[src/rtl/vid_raster_pkg.sv]
package vid_raster_pkg;

    typedef enum logic [1:0] {
        ST_IDLE,
        ST_ACQUIRE,
        ST_LOCKED
    } rtd_state_t;

    // code word overhead in samples
    localparam int TRS_LEN = 4;

endpackage

[src/rtl/vrd_trs_decode.sv]
module vrd_trs_decode #(
    parameter int DATA_W = 10
) (
    input  logic              clk,
    input  logic              rst_n,
    input  logic [DATA_W-1:0] data_i,
    output logic              hit_o,
    output logic              f_o,
    output logic              v_o,
    output logic              h_o
);
    localparam int HI  = DATA_W - 1;
    localparam int LO8 = DATA_W - 8;

    logic [DATA_W-1:0] w1_q, w2_q;
    logic [7:0]        w3_q;
    logic              preamble;

    always_ff @(posedge clk) begin
        if (!rst_n) begin
            w1_q <= '0;
            w2_q <= '0;
            w3_q <= '0;
        end else begin
            w3_q <= w2_q[HI:LO8];
            w2_q <= w1_q;
            w1_q <= data_i;
        end
    end

    // upper eight bits all ones covers both the 10-bit and 8-bit forms
    always_comb begin
        preamble = (w3_q == 8'hFF) && (w2_q == '0) && (w1_q == '0);
        hit_o    = preamble && data_i[HI];
        f_o      = data_i[HI-1];
        v_o      = data_i[HI-2];
        h_o      = data_i[HI-3];
    end

endmodule

[src/rtl/vrd_ref_front.sv]
module vrd_ref_front
    import vid_raster_pkg::*;
#(
    parameter int SAMPLE_W = 16
) (
    input  logic                clk,
    input  logic                rst_n,
    input  logic                mode_emb_i,
    input  logic                hcfg_trs_i,
    input  logic                h_i,
    input  logic                v_i,
    input  logic                f_i,
    input  logic                trs_hit_i,
    input  logic                trs_f_i,
    input  logic                trs_v_i,
    input  logic                trs_h_i,
    output logic                line_start_o,
    output logic                act_start_o,
    output logic                v_o,
    output logic                f_o,
    output logic [SAMPLE_W-1:0] corr_o
);
    logic h_prev_q;

    always_ff @(posedge clk) begin
        if (!rst_n) h_prev_q <= 1'b0;
        else        h_prev_q <= h_i;
    end

    always_comb begin
        if (mode_emb_i) begin
            line_start_o = trs_hit_i && trs_h_i;
            act_start_o  = trs_hit_i && !trs_h_i;
            v_o          = trs_v_i;
            f_o          = trs_f_i;
            corr_o       = SAMPLE_W'(TRS_LEN);
        end else begin
            line_start_o = h_i && !h_prev_q;
            act_start_o  = !h_i && h_prev_q;
            v_o          = v_i;
            f_o          = f_i;
            corr_o       = hcfg_trs_i ? SAMPLE_W'(2 * TRS_LEN) : '0;
        end
    end

endmodule

[src/rtl/vrd_line_meas.sv]
module vrd_line_meas #(
    parameter int SAMPLE_W = 16
) (
    input  logic                clk,
    input  logic                rst_n,
    input  logic                line_start_i,
    input  logic                act_start_i,
    input  logic [SAMPLE_W-1:0] corr_i,
    output logic                line_ok_o,
    output logic [SAMPLE_W-1:0] line_total_o,
    output logic [SAMPLE_W-1:0] line_active_o
);
    logic [SAMPLE_W-1:0] cnt_line_q, cnt_act_q;
    logic                seen_line_q, seen_act_q;

    always_ff @(posedge clk) begin
        if (!rst_n) begin
            cnt_line_q  <= '0;
            cnt_act_q   <= '0;
            seen_line_q <= 1'b0;
            seen_act_q  <= 1'b0;
        end else begin
            if (line_start_i) begin
                cnt_line_q  <= SAMPLE_W'(1);
                seen_line_q <= 1'b1;
                seen_act_q  <= 1'b0;
            end else if (cnt_line_q != '1) begin
                cnt_line_q <= cnt_line_q + 1'b1;
            end
            if (act_start_i) begin
                cnt_act_q  <= SAMPLE_W'(1);
                seen_act_q <= 1'b1;
            end else if (cnt_act_q != '1) begin
                cnt_act_q <= cnt_act_q + 1'b1;
            end
        end
    end

    always_comb begin
        line_ok_o     = seen_line_q && seen_act_q;
        line_total_o  = cnt_line_q;
        line_active_o = (cnt_act_q > corr_i) ? (cnt_act_q - corr_i) : '0;
    end

endmodule

[src/rtl/vid_raster_detect.sv]
module vid_raster_detect
    import vid_raster_pkg::*;
#(
    parameter int DATA_W      = 10,
    parameter int SAMPLE_W    = 16,
    parameter int LINE_W      = 12,
    parameter int DEF_TIMEOUT = 4096
) (
    input  logic                clk,
    input  logic                rst_n,
    input  logic                mode_emb_i,
    input  logic                hcfg_trs_i,
    input  logic                h_blank_i,
    input  logic                v_blank_i,
    input  logic                f_field_i,
    input  logic [DATA_W-1:0]   data_i,
    input  logic [SAMPLE_W:0]   timeout_cfg_i,
    output logic                lock_o,
    output logic [SAMPLE_W-1:0] line_total_o,
    output logic [SAMPLE_W-1:0] line_active_o,
    output logic [LINE_W-1:0]   frame_lines_o,
    output logic [LINE_W-1:0]   frame_active_o
);
    localparam int TO_W = SAMPLE_W + 1;

    logic                trs_hit, trs_f, trs_v, trs_h;
    logic                line_start, act_start, v_now, f_now;
    logic [SAMPLE_W-1:0] corr;
    logic                line_ok;
    logic [SAMPLE_W-1:0] meas_total, meas_active;

    rtd_state_t          st_q, st_d;
    logic                v_line_q;
    logic [LINE_W-1:0]   lcnt_q, acnt_q;
    logic [SAMPLE_W-1:0] keep_len_q, keep_act_q;
    logic [LINE_W-1:0]   keep_lines_q, keep_alines_q;
    logic [TO_W-1:0]     idle_q, tmo_limit;
    logic                ref_evt, frame_bnd, line_slip, frame_change, tmo_expire;

    vrd_trs_decode #(.DATA_W(DATA_W)) u_trs (
        .clk    (clk),
        .rst_n  (rst_n),
        .data_i (data_i),
        .hit_o  (trs_hit),
        .f_o    (trs_f),
        .v_o    (trs_v),
        .h_o    (trs_h)
    );

    vrd_ref_front #(.SAMPLE_W(SAMPLE_W)) u_front (
        .clk          (clk),
        .rst_n        (rst_n),
        .mode_emb_i   (mode_emb_i),
        .hcfg_trs_i   (hcfg_trs_i),
        .h_i          (h_blank_i),
        .v_i          (v_blank_i),
        .f_i          (f_field_i),
        .trs_hit_i    (trs_hit),
        .trs_f_i      (trs_f),
        .trs_v_i      (trs_v),
        .trs_h_i      (trs_h),
        .line_start_o (line_start),
        .act_start_o  (act_start),
        .v_o          (v_now),
        .f_o          (f_now),
        .corr_o       (corr)
    );

    vrd_line_meas #(.SAMPLE_W(SAMPLE_W)) u_line (
        .clk           (clk),
        .rst_n         (rst_n),
        .line_start_i  (line_start),
        .act_start_i   (act_start),
        .corr_i        (corr),
        .line_ok_o     (line_ok),
        .line_total_o  (meas_total),
        .line_active_o (meas_active)
    );

    // event decode
    always_comb begin
        ref_evt      = line_start || act_start;
        frame_bnd    = line_start && v_now && !v_line_q && !f_now;
        line_slip    = line_start && line_ok &&
                       ((meas_total != keep_len_q) || (meas_active != keep_act_q));
        frame_change = frame_bnd &&
                       ((lcnt_q != keep_lines_q) || (acnt_q != keep_alines_q));
        if (timeout_cfg_i != '0)
            tmo_limit = timeout_cfg_i;
        else if (st_q == ST_LOCKED)
            tmo_limit = {keep_len_q, 1'b0};
        else
            tmo_limit = TO_W'(DEF_TIMEOUT);
        tmo_expire = !ref_evt && (idle_q >= tmo_limit);
    end

    // next state
    always_comb begin
        st_d = st_q;
        unique case (st_q)
            ST_IDLE: begin
                if (frame_bnd) st_d = ST_ACQUIRE;              // T_START
            end
            ST_ACQUIRE: begin
                if (frame_bnd && line_ok) st_d = ST_LOCKED;    // T_LOCK
                else                      st_d = ST_ACQUIRE;   // T_REACQ / wait
            end
            ST_LOCKED: begin
                if (line_slip)         st_d = ST_IDLE;         // T_SLIP
                else if (frame_change) st_d = ST_ACQUIRE;      // T_CHANGE
            end
            default: st_d = ST_IDLE;
        endcase
        if (tmo_expire) st_d = ST_IDLE;                        // T_LOSS
    end

    // state register
    always_ff @(posedge clk) begin
        if (!rst_n) st_q <= ST_IDLE;
        else        st_q <= st_d;
    end

    // measurement registers
    always_ff @(posedge clk) begin
        if (!rst_n) begin
            v_line_q      <= 1'b1;
            lcnt_q        <= '0;
            acnt_q        <= '0;
            keep_len_q    <= '0;
            keep_act_q    <= '0;
            keep_lines_q  <= '0;
            keep_alines_q <= '0;
            idle_q        <= '0;
        end else begin
            if (ref_evt)              idle_q <= '0;
            else if (idle_q != '1)    idle_q <= idle_q + 1'b1;

            if (line_start) v_line_q <= v_now;

            if (frame_bnd) begin
                lcnt_q <= LINE_W'(1);
                acnt_q <= '0;
            end else if (line_start) begin
                if (lcnt_q != '1)              lcnt_q <= lcnt_q + 1'b1;
                if (!v_now && acnt_q != '1)    acnt_q <= acnt_q + 1'b1;
            end

            if (st_q == ST_ACQUIRE && st_d == ST_LOCKED) begin
                keep_len_q    <= meas_total;
                keep_act_q    <= meas_active;
                keep_lines_q  <= lcnt_q;
                keep_alines_q <= acnt_q;
            end
        end
    end

    // outputs
    always_comb begin
        lock_o = (st_q == ST_LOCKED);
        if (lock_o) begin
            line_total_o   = keep_len_q;
            line_active_o  = keep_act_q;
            frame_lines_o  = keep_lines_q;
            frame_active_o = keep_alines_q;
        end else begin
            line_total_o   = '0;
            line_active_o  = '0;
            frame_lines_o  = '0;
            frame_active_o = '0;
        end
    end

endmodule

[config.mk]
export PLATFORM = sky130hd
export DESIGN_NAME = vid_raster_detect
export DESIGN_NICKNAME = d
export VERILOG_FILES = /design/src/rtl/vid_raster_pkg.sv /design/src/rtl/vrd_trs_decode.sv /design/src/rtl/vrd_ref_front.sv /design/src/rtl/vrd_line_meas.sv /design/src/rtl/vid_raster_detect.sv
export SDC_FILE = /design/constraint.sdc
export NUM_CORES = 1
export LEC_CHECK = 0
export BUFFER_PORTS_ARGS = -buffer_cell sky130_fd_sc_hd__buf_2
export CORE_MARGIN = 2
export CORE_UTILIZATION = 54
export DETAILED_ROUTE_END_ITERATION = 6
export GPL_TIMING_DRIVEN = 1
export PLACE_DENSITY = 0.77
export SLEW_MARGIN = 25
export SYNTH_ARGS = -nofsm -noshare
export SYNTH_HDL_FRONTEND = slang
export SYNTH_HIERARCHICAL = 1
export SYNTH_SLANG_ARGS = --single-unit
[constraint.sdc]
create_clock -name clk -period 3.9 [get_ports clk]
set_input_delay 0.975 -clock clk [delete_from_list [all_inputs] [get_ports clk]]
set_output_delay 0.975 -clock clk [all_outputs]
set_load 0.02 [all_outputs]
# Word level (Yosys, flattened, before mapping)
# Cells that the tools add are included.
[word_totals] latch_bits=0 ff_bits=163 memories=0 ramBits=0 out_inout_bits=57 in_bits=34 rom_bits=0 word_cells=114
[op_classes] div_mod_pow=0 n_mux=28 magnitude_cmp=2 mul=0 reduce_logical=44 shifts=0 bitwise=1 addsub=6 n_eq_ne=13
[op_table] op="2-to-1 mux 16 bit" n=4
[op_table] op="2-to-1 mux 17 bit" n=2
[op_table] op="adder 16 x 1 -> 16 bit, second input constant" n=2
[op_table] op="inequality test 16 bit" n=2
[op_table] op="inequality test 16 bit, second input constant" n=2
[op_table] op="adder 12 x 1 -> 12 bit, second input constant" n=2
[op_table] op="2-to-1 mux 12 bit" n=2
[op_table] op="inequality test 12 bit" n=2
[op_table] op="inequality test 12 bit, second input constant" n=2
[op_table] op="logical NOT 10 bit" n=2
[op_table] op="logical AND 1 bit" n=18
[op_table] op="adder 17 x 1 -> 17 bit, second input constant" n=1
[op_table] op="greater-or-equal comparator 17 bit" n=1
[op_table] op="inequality test 17 bit, second input constant" n=1
[op_table] op="nonzero test 17 bit" n=1
[op_table] op="greater-than comparator 16 bit" n=1
[op_table] op="subtractor 16 bit" n=1
[op_table] op="2-to-1 mux 1 bit" n=13
[op_table] op="2-to-1 mux 2 bit" n=5
[op_table] op="nonzero test 2 bit" n=5
[op_table] op="equality test 8 bit, second input constant" n=1
[op_table] op="OR reduction 2 bit" n=4
[op_table] op="logical NOT 1 bit" n=7
[op_table] op="one-hot mux 2 bit (3 select lines)" n=1
[op_table] op="7 further kinds" n=12

# Logic depth before layout (Yosys ltp)
[depth] ltp_word=16 depth_mapped=17

# Hierarchy
# The synthesis kept the hierarchy.
[modules_own_cells] mod="vid_raster_detect" cells_each=690 seq_area_each_um2=2001.9 area_per_inst_um2=5597.9 n_inst=1
[modules_own_cells] mod="vrd_line_meas" cells_each=323 seq_area_each_um2=680.7 area_per_inst_um2=2541.2 n_inst=1
[modules_own_cells] mod="vrd_trs_decode" cells_each=73 seq_area_each_um2=560.5 area_per_inst_um2=848.3 n_inst=1
[modules_own_cells] mod="vrd_ref_front" cells_each=26 seq_area_each_um2=20.0 area_per_inst_um2=203.9 n_inst=1

# Worst setup path before layout
# Ideal clock, no wire load.
[synth_timing] path_kind="input-to-reg" from="input port mode_emb_i" to="register st_q[1]" required_time_ps=3797 cell_stages=15 t_arrival_ps=3573 setup_time_ps=103 path_slack_ps=224 path_cell_list="and2b_2 -> inv_1 -> ha_1 -> o211ai_1 -> a21oi_1 -> nor2_2 -> o21ai_1 -> or4b_1 -> a31oi_1 -> xor2_1 -> nor4_1 -> nand4_1 -> nor2_1 -> nor3_1 -> a2111oi_2"
[synth_via] elab_chain_len=9 word_cells_on_any_way=27 cone_classes="add/sub (1); order compare (1); eq/ne (1); mux (12); reduce/logical (12)"
[synth_lines] element="start: declaration" line="vid_raster_detect.sv:11" rtl="input logic mode_emb_i,"
[synth_lines] element="2-to-1 mux 16 bit *" line="vrd_ref_front.sv:31" rtl="if (mode_emb_i) begin"
[synth_lines] element="subtractor 16 bit or greater-than comparator 16 bit (tied branches)" line="vrd_line_meas.sv:42" rtl="line_active_o = (cnt_act_q > corr_i) ? (cnt_act_q - corr_i) : '0;"
[synth_lines] element="2-to-1 mux 16 bit *" line="vrd_line_meas.sv:42"
[synth_lines] element="via meas_active[10]" line="vid_raster_detect.sv:30" rtl="logic [SAMPLE_W-1:0] meas_total, meas_active;"
[synth_lines] element="inequality test 16 bit *" line="vid_raster_detect.sv:85" rtl="((meas_total != keep_len_q) || (meas_active != keep_act_q));"
[synth_lines] element="logical OR 1 bit *" line="vid_raster_detect.sv:85"
[synth_lines] element="logical AND 1 bit *" line="vid_raster_detect.sv:84" rtl="line_slip = line_start && line_ok &&"
[synth_lines] element="2-to-1 mux 2 bit *" line="vid_raster_detect.sv:109" rtl="if (line_slip) st_d = ST_IDLE;"
[synth_lines] element="one-hot mux 2 bit (3 select lines) *" line="vid_raster_detect.sv:100" rtl="unique case (st_q)"
[synth_lines] element="2-to-1 mux 2 bit *" line="vid_raster_detect.sv:114" rtl="if (tmo_expire) st_d = ST_IDLE;"
[synth_lines] element="end signal: assignment" line="vid_raster_detect.sv:120" rtl="else st_q <= st_d;"
[synth_lines] element="end: declaration" line="vid_raster_detect.sv:32" rtl="rtd_state_t st_q, st_d;"
# The timed path passes the listed nets; every way through them passes the cells marked *.
# A chain may end at the register's enable or synchronous reset.

# Worst setup path in the final report
[layout_timing] from="input port mode_emb_i" to="register st_q[1]"
[layout_via] elab_chain_len=9 word_cells_on_any_way=27 cone_classes="add/sub (1); order compare (1); eq/ne (1); mux (12); reduce/logical (12)"
[layout_lines] element="2-to-1 mux 16 bit *" line="vrd_ref_front.sv:31"
[layout_lines] element="via corr[3]" line="vid_raster_detect.sv:28" rtl="logic [SAMPLE_W-1:0] corr;"
[layout_lines] element="subtractor 16 bit or greater-than comparator 16 bit (tied branches)" line="vrd_line_meas.sv:42"
[layout_lines] element="2-to-1 mux 16 bit *" line="vrd_line_meas.sv:42"
[layout_lines] element="via meas_active[15]" line="vid_raster_detect.sv:30"
[layout_lines] element="inequality test 16 bit *" line="vid_raster_detect.sv:85"
[layout_lines] element="logical OR 1 bit *" line="vid_raster_detect.sv:85"
[layout_lines] element="logical AND 1 bit *" line="vid_raster_detect.sv:84"
[layout_lines] element="2-to-1 mux 2 bit *" line="vid_raster_detect.sv:109"
[layout_lines] element="one-hot mux 2 bit (3 select lines) *" line="vid_raster_detect.sv:100"
[layout_lines] element="2-to-1 mux 2 bit *" line="vid_raster_detect.sv:114"
# Marked as above.

==> flow_summary_export.csv <==
group,metric,value,unit
global_route,grt_antenna_before_repair,0,
critical_path,crit_top_cell,"nand4_1",
clocking,holdBufCountCts,0,
global_route,grt_overflow,0,
clocking,worst_skew_pair.late_latency,0.43,ns
detailed_routing,drt.antenna.violating_nets,0,
clocking,htreeDepth,4,
detailed_routing,wl_per_cell,15.1,µm
pwr,max-vdd-ir-drop,0.000335,V
clocking,cts_tree,"yes",
critical_path,critPathLaunchType,"primary input",
floorplanning,die_h,134,µm
cells_and_area,areaGrowthSynthToFinish,13.2,%
sta,fin_crit_sh,92.8,%
global_route,grt_pass1_wl,35400,µm
sta,fmax,0.276,GHz
clocking,cts.path.max_buffers,2,
global_route,first_global_vias,7284,
synthesis,yosys_register_bits,163,
floorplanning,start_util,55.4,%
clocking,root_buffer,"clkbuf_16",
placement,io_buffers,90,
floorplanning,io_pins,91,
pwr,power_density,350,nW/µm²
cells_and_area,fin_cells,1425,
detailed_routing,vias_per_cell,5.49,
hold_path,holdPathStages,1,
pwr,p_leak,4.45,nW
cells_and_area,layout-drive-gt1-share,15.7,%
synthesis,yosysSeqAreaShare,35.5,%
synthesis,synthDistinctLibCells,75,
synthesis,synth_cells,1112,
placement,post_dp_cell_area,9780,µm²
sta,period_needed,3.62,ns
synthesis,netlist.area_leader.share,35.5,%
critical_path,critical-path-max-stage-delay,0.37,ns
clocking,cts.clk_slew.worst_paths,0.07,ns
cells_and_area,layout_common_cells,"dfxtp_1, nand2_1, buf_2",
global_route,grt_start_max_net_pins,49,
sta,slew_violations,0,
clocking,cts_buffers,17,
sta,fin_worst_skew,0.00975,ns
cells_and_area,fin_nets,1266,
cells_and_area,stdcell_area,10400,µm²
cells_and_area,final_common_cell,"dfxtp_1",
detailed_routing,drt_iter0_markers,465,
synthesis,netlist_area,9190,µm²
synthesis,synth_top_area_cell,"dfxtp_1",
detailed_routing,drc_errors,0,
critical_path,worstPathArrival,3.95,ns
floorplanning,row_count,47,
synthesis,synth_area_leaders,"dfxtp_1, xor2_1, nand2_1",
floorplanning,die_x,134,µm
sta,worst_slew_pin_slew,0.924,ns
sta,tns,0,ns
global_route,grt_use_total,24.2,%
placement,gp_congestion,0.914,
run,cap_viol_max_count,0,
detailed_routing,drtPass1Iterations,6,
floorplanning,fp.dieArea,18100,µm²
detailed_routing,totalWireLength,21500,µm
critical_path,path_class,"in2reg",
cells_and_area,antenna_cells,0,
critical_path,critPathCaptureType,"register",
sta,setup_viol,0,
synthesis,syn_area_per_cell,8.27,µm²
critical_path,ff2ff_path_depth,14,
sta,rsz0062_at_grt,"false",
detailed_routing,dr_total_vias,7826,
sta,whs,0.455,ns
synthesis,synth_edf_count,0,
synthesis,synth_flop_cell,"dfxtp_1",
synthesis,yosys_warnings,6,
critical_path,cp_slowest_cell,"a211oi_2",
sta,finalHoldViolations,0,
cells_and_area,post-route-util,62.7,%
placement,place_hpwl,15900,µm
synthesis,async_flop_share,0,%
sta,slew-limit-headroom,38.2,%
placement,dp.cells,1392,
floorplanning,core-area,16600,µm²
hold_path,hold_path_class,"reg2reg",
critical_path,path_cells,"buf_2 > and2b_2 > inv_1 > ha_1 > o211a_1 > o31ai_1 > a211oi_2 > nand4_1 > a31o_2 > a21oi_2 > xor2_1 > nor4_1 > nand4_1 > nor2_2 > nor3_1 > a2111oi_2",
status,status,"completed",
critical_path,path_max_fanout,4,
critical_path,crit_required,4.23,ns
clocking,cts.sinks,163,
synthesized netlist by cell type (all sizes together) (11+ instances only):
| library cell | number |
|---|---|
| or3 | 11 |
| and4 | 11 |
| nor4 | 22 |
| nor2 | 96 |
| dfxtp | 163 |
| nand4 | 29 |
| xor2 | 81 |
| a21oi | 45 |
| clkbuf | 28 |
| nand2 | 160 |
| inv | 29 |
| a21boi | 57 |
| buf | 39 |
| nand3 | 33 |
| o21ai | 18 |
| nor3 | 25 |
| and3 | 13 |
| ha | 39 |
| xnor2 | 32 |
| and2 | 88 |
power by group:
| group | switching, mW | leakage [nW] | internal, mW |
|---|---|---|---|
| Clock | 0.700 | 0.290 | 1.01 |
| Combinational | 0.127 | 2.84 | 0.0955 |
| Sequential | 0.0199 | 1.32 | 1.69 |
critical path: cells and delay by family:
kind / cells / cell delay [ns]
xor+xnor: 1 / 0.09
buf+inv: 2 / 0.16
fa+ha+maj: 1 / 0.34
simple gates: 6 / 1.04
compound gates: 6 / 1.34
cell type report:
class	count	area, µm²
clock inverters	15	180
well taps	220	275
multi-input cells	865	5510
repair buffers	116	646
inverters	29	109
flip-flops and latches	163	3260
fillers	1429	6180
clock buffers	17	425
worst paths after layout:
| check | slack [ns] | endpoint | start |
|---|---|---|---|
| setup / recovery | 0.28 | st_q[1]$_SDFF_PN0_ | mode_emb_i |
| hold / removal | 0.46 | u_trs/w2_q[4]$_SDFF_PN0_ | u_trs/w1_q[4]$_SDFF_PN0_ |
| setup reg to reg | 0.38 | st_q[1]$_SDFF_PN0_ | u_line/cnt_act_q[10]$_SDFFE_PP0P_ |
| hold reg to reg | 0.46 | u_trs/w2_q[4]$_SDFF_PN0_ | u_trs/w1_q[4]$_SDFF_PN0_ |
cells by family (layout without fill, tap and decap cells):
| group | Yosys count | in the layout | share of synthesized area [%] |
|---|---|---|---|
| and+or+nand+nor | 521 | 521 | 29.3 |
| adders and majority gates | 40 | 40 | 5.53 |
| muxes | 8 | 8 | 0.898 |
| other | 1 | 14 | 0.0408 |
| AOI/OAI and AO/OA | 169 | 169 | 12.6 |
| xor gates and xnor gates | 113 | 113 | 10.8 |
| DFF | 163 | 163 | 35.5 |
| buffers and inverters | 97 | 177 | 5.46 |
timing repair:
item,4_1_cts,5_1_grt
hold endpoints to repair,0,0
setup endpoints to repair,0,1
buffers inserted,0,1
gates resized for setup,0,3
metal layers:
metal	track usage [%]	vias up	share of wire [%]
li1	-	3920	-
met1	31.8	3645	46
met2	39.7	221	46
met3	5.33	40	5.5
met4	7.54	0	1.8
met5	0	-	0
state kept, by name, indices dropped and copies added, names as in the netlist, 12 cells and up:
signal / cells
acnt_q: 12
u_line/cnt_act_q: 16
idle_q: 17
u_line/line_total_o: 16
lcnt_q: 12
keep_alines_q: 12
keep_lines_q: 12
keep_len_q: 16
keep_act_q: 16
metrics by stage:
| stage | power [mW] | setup slack, ns |
|---|---|---|
| after global placement | 1.96 | -0.122 |
| final | 3.64 | 0.280 |
| after CTS | 3.66 | 0.235 |
| after detailed placement | 1.96 | -0.189 |
| after floorplan | 1.90 | 0.224 |
| after global routing | 3.77 | 0.00696 |
No activity file was read; power rests on OpenSTA's default activity.
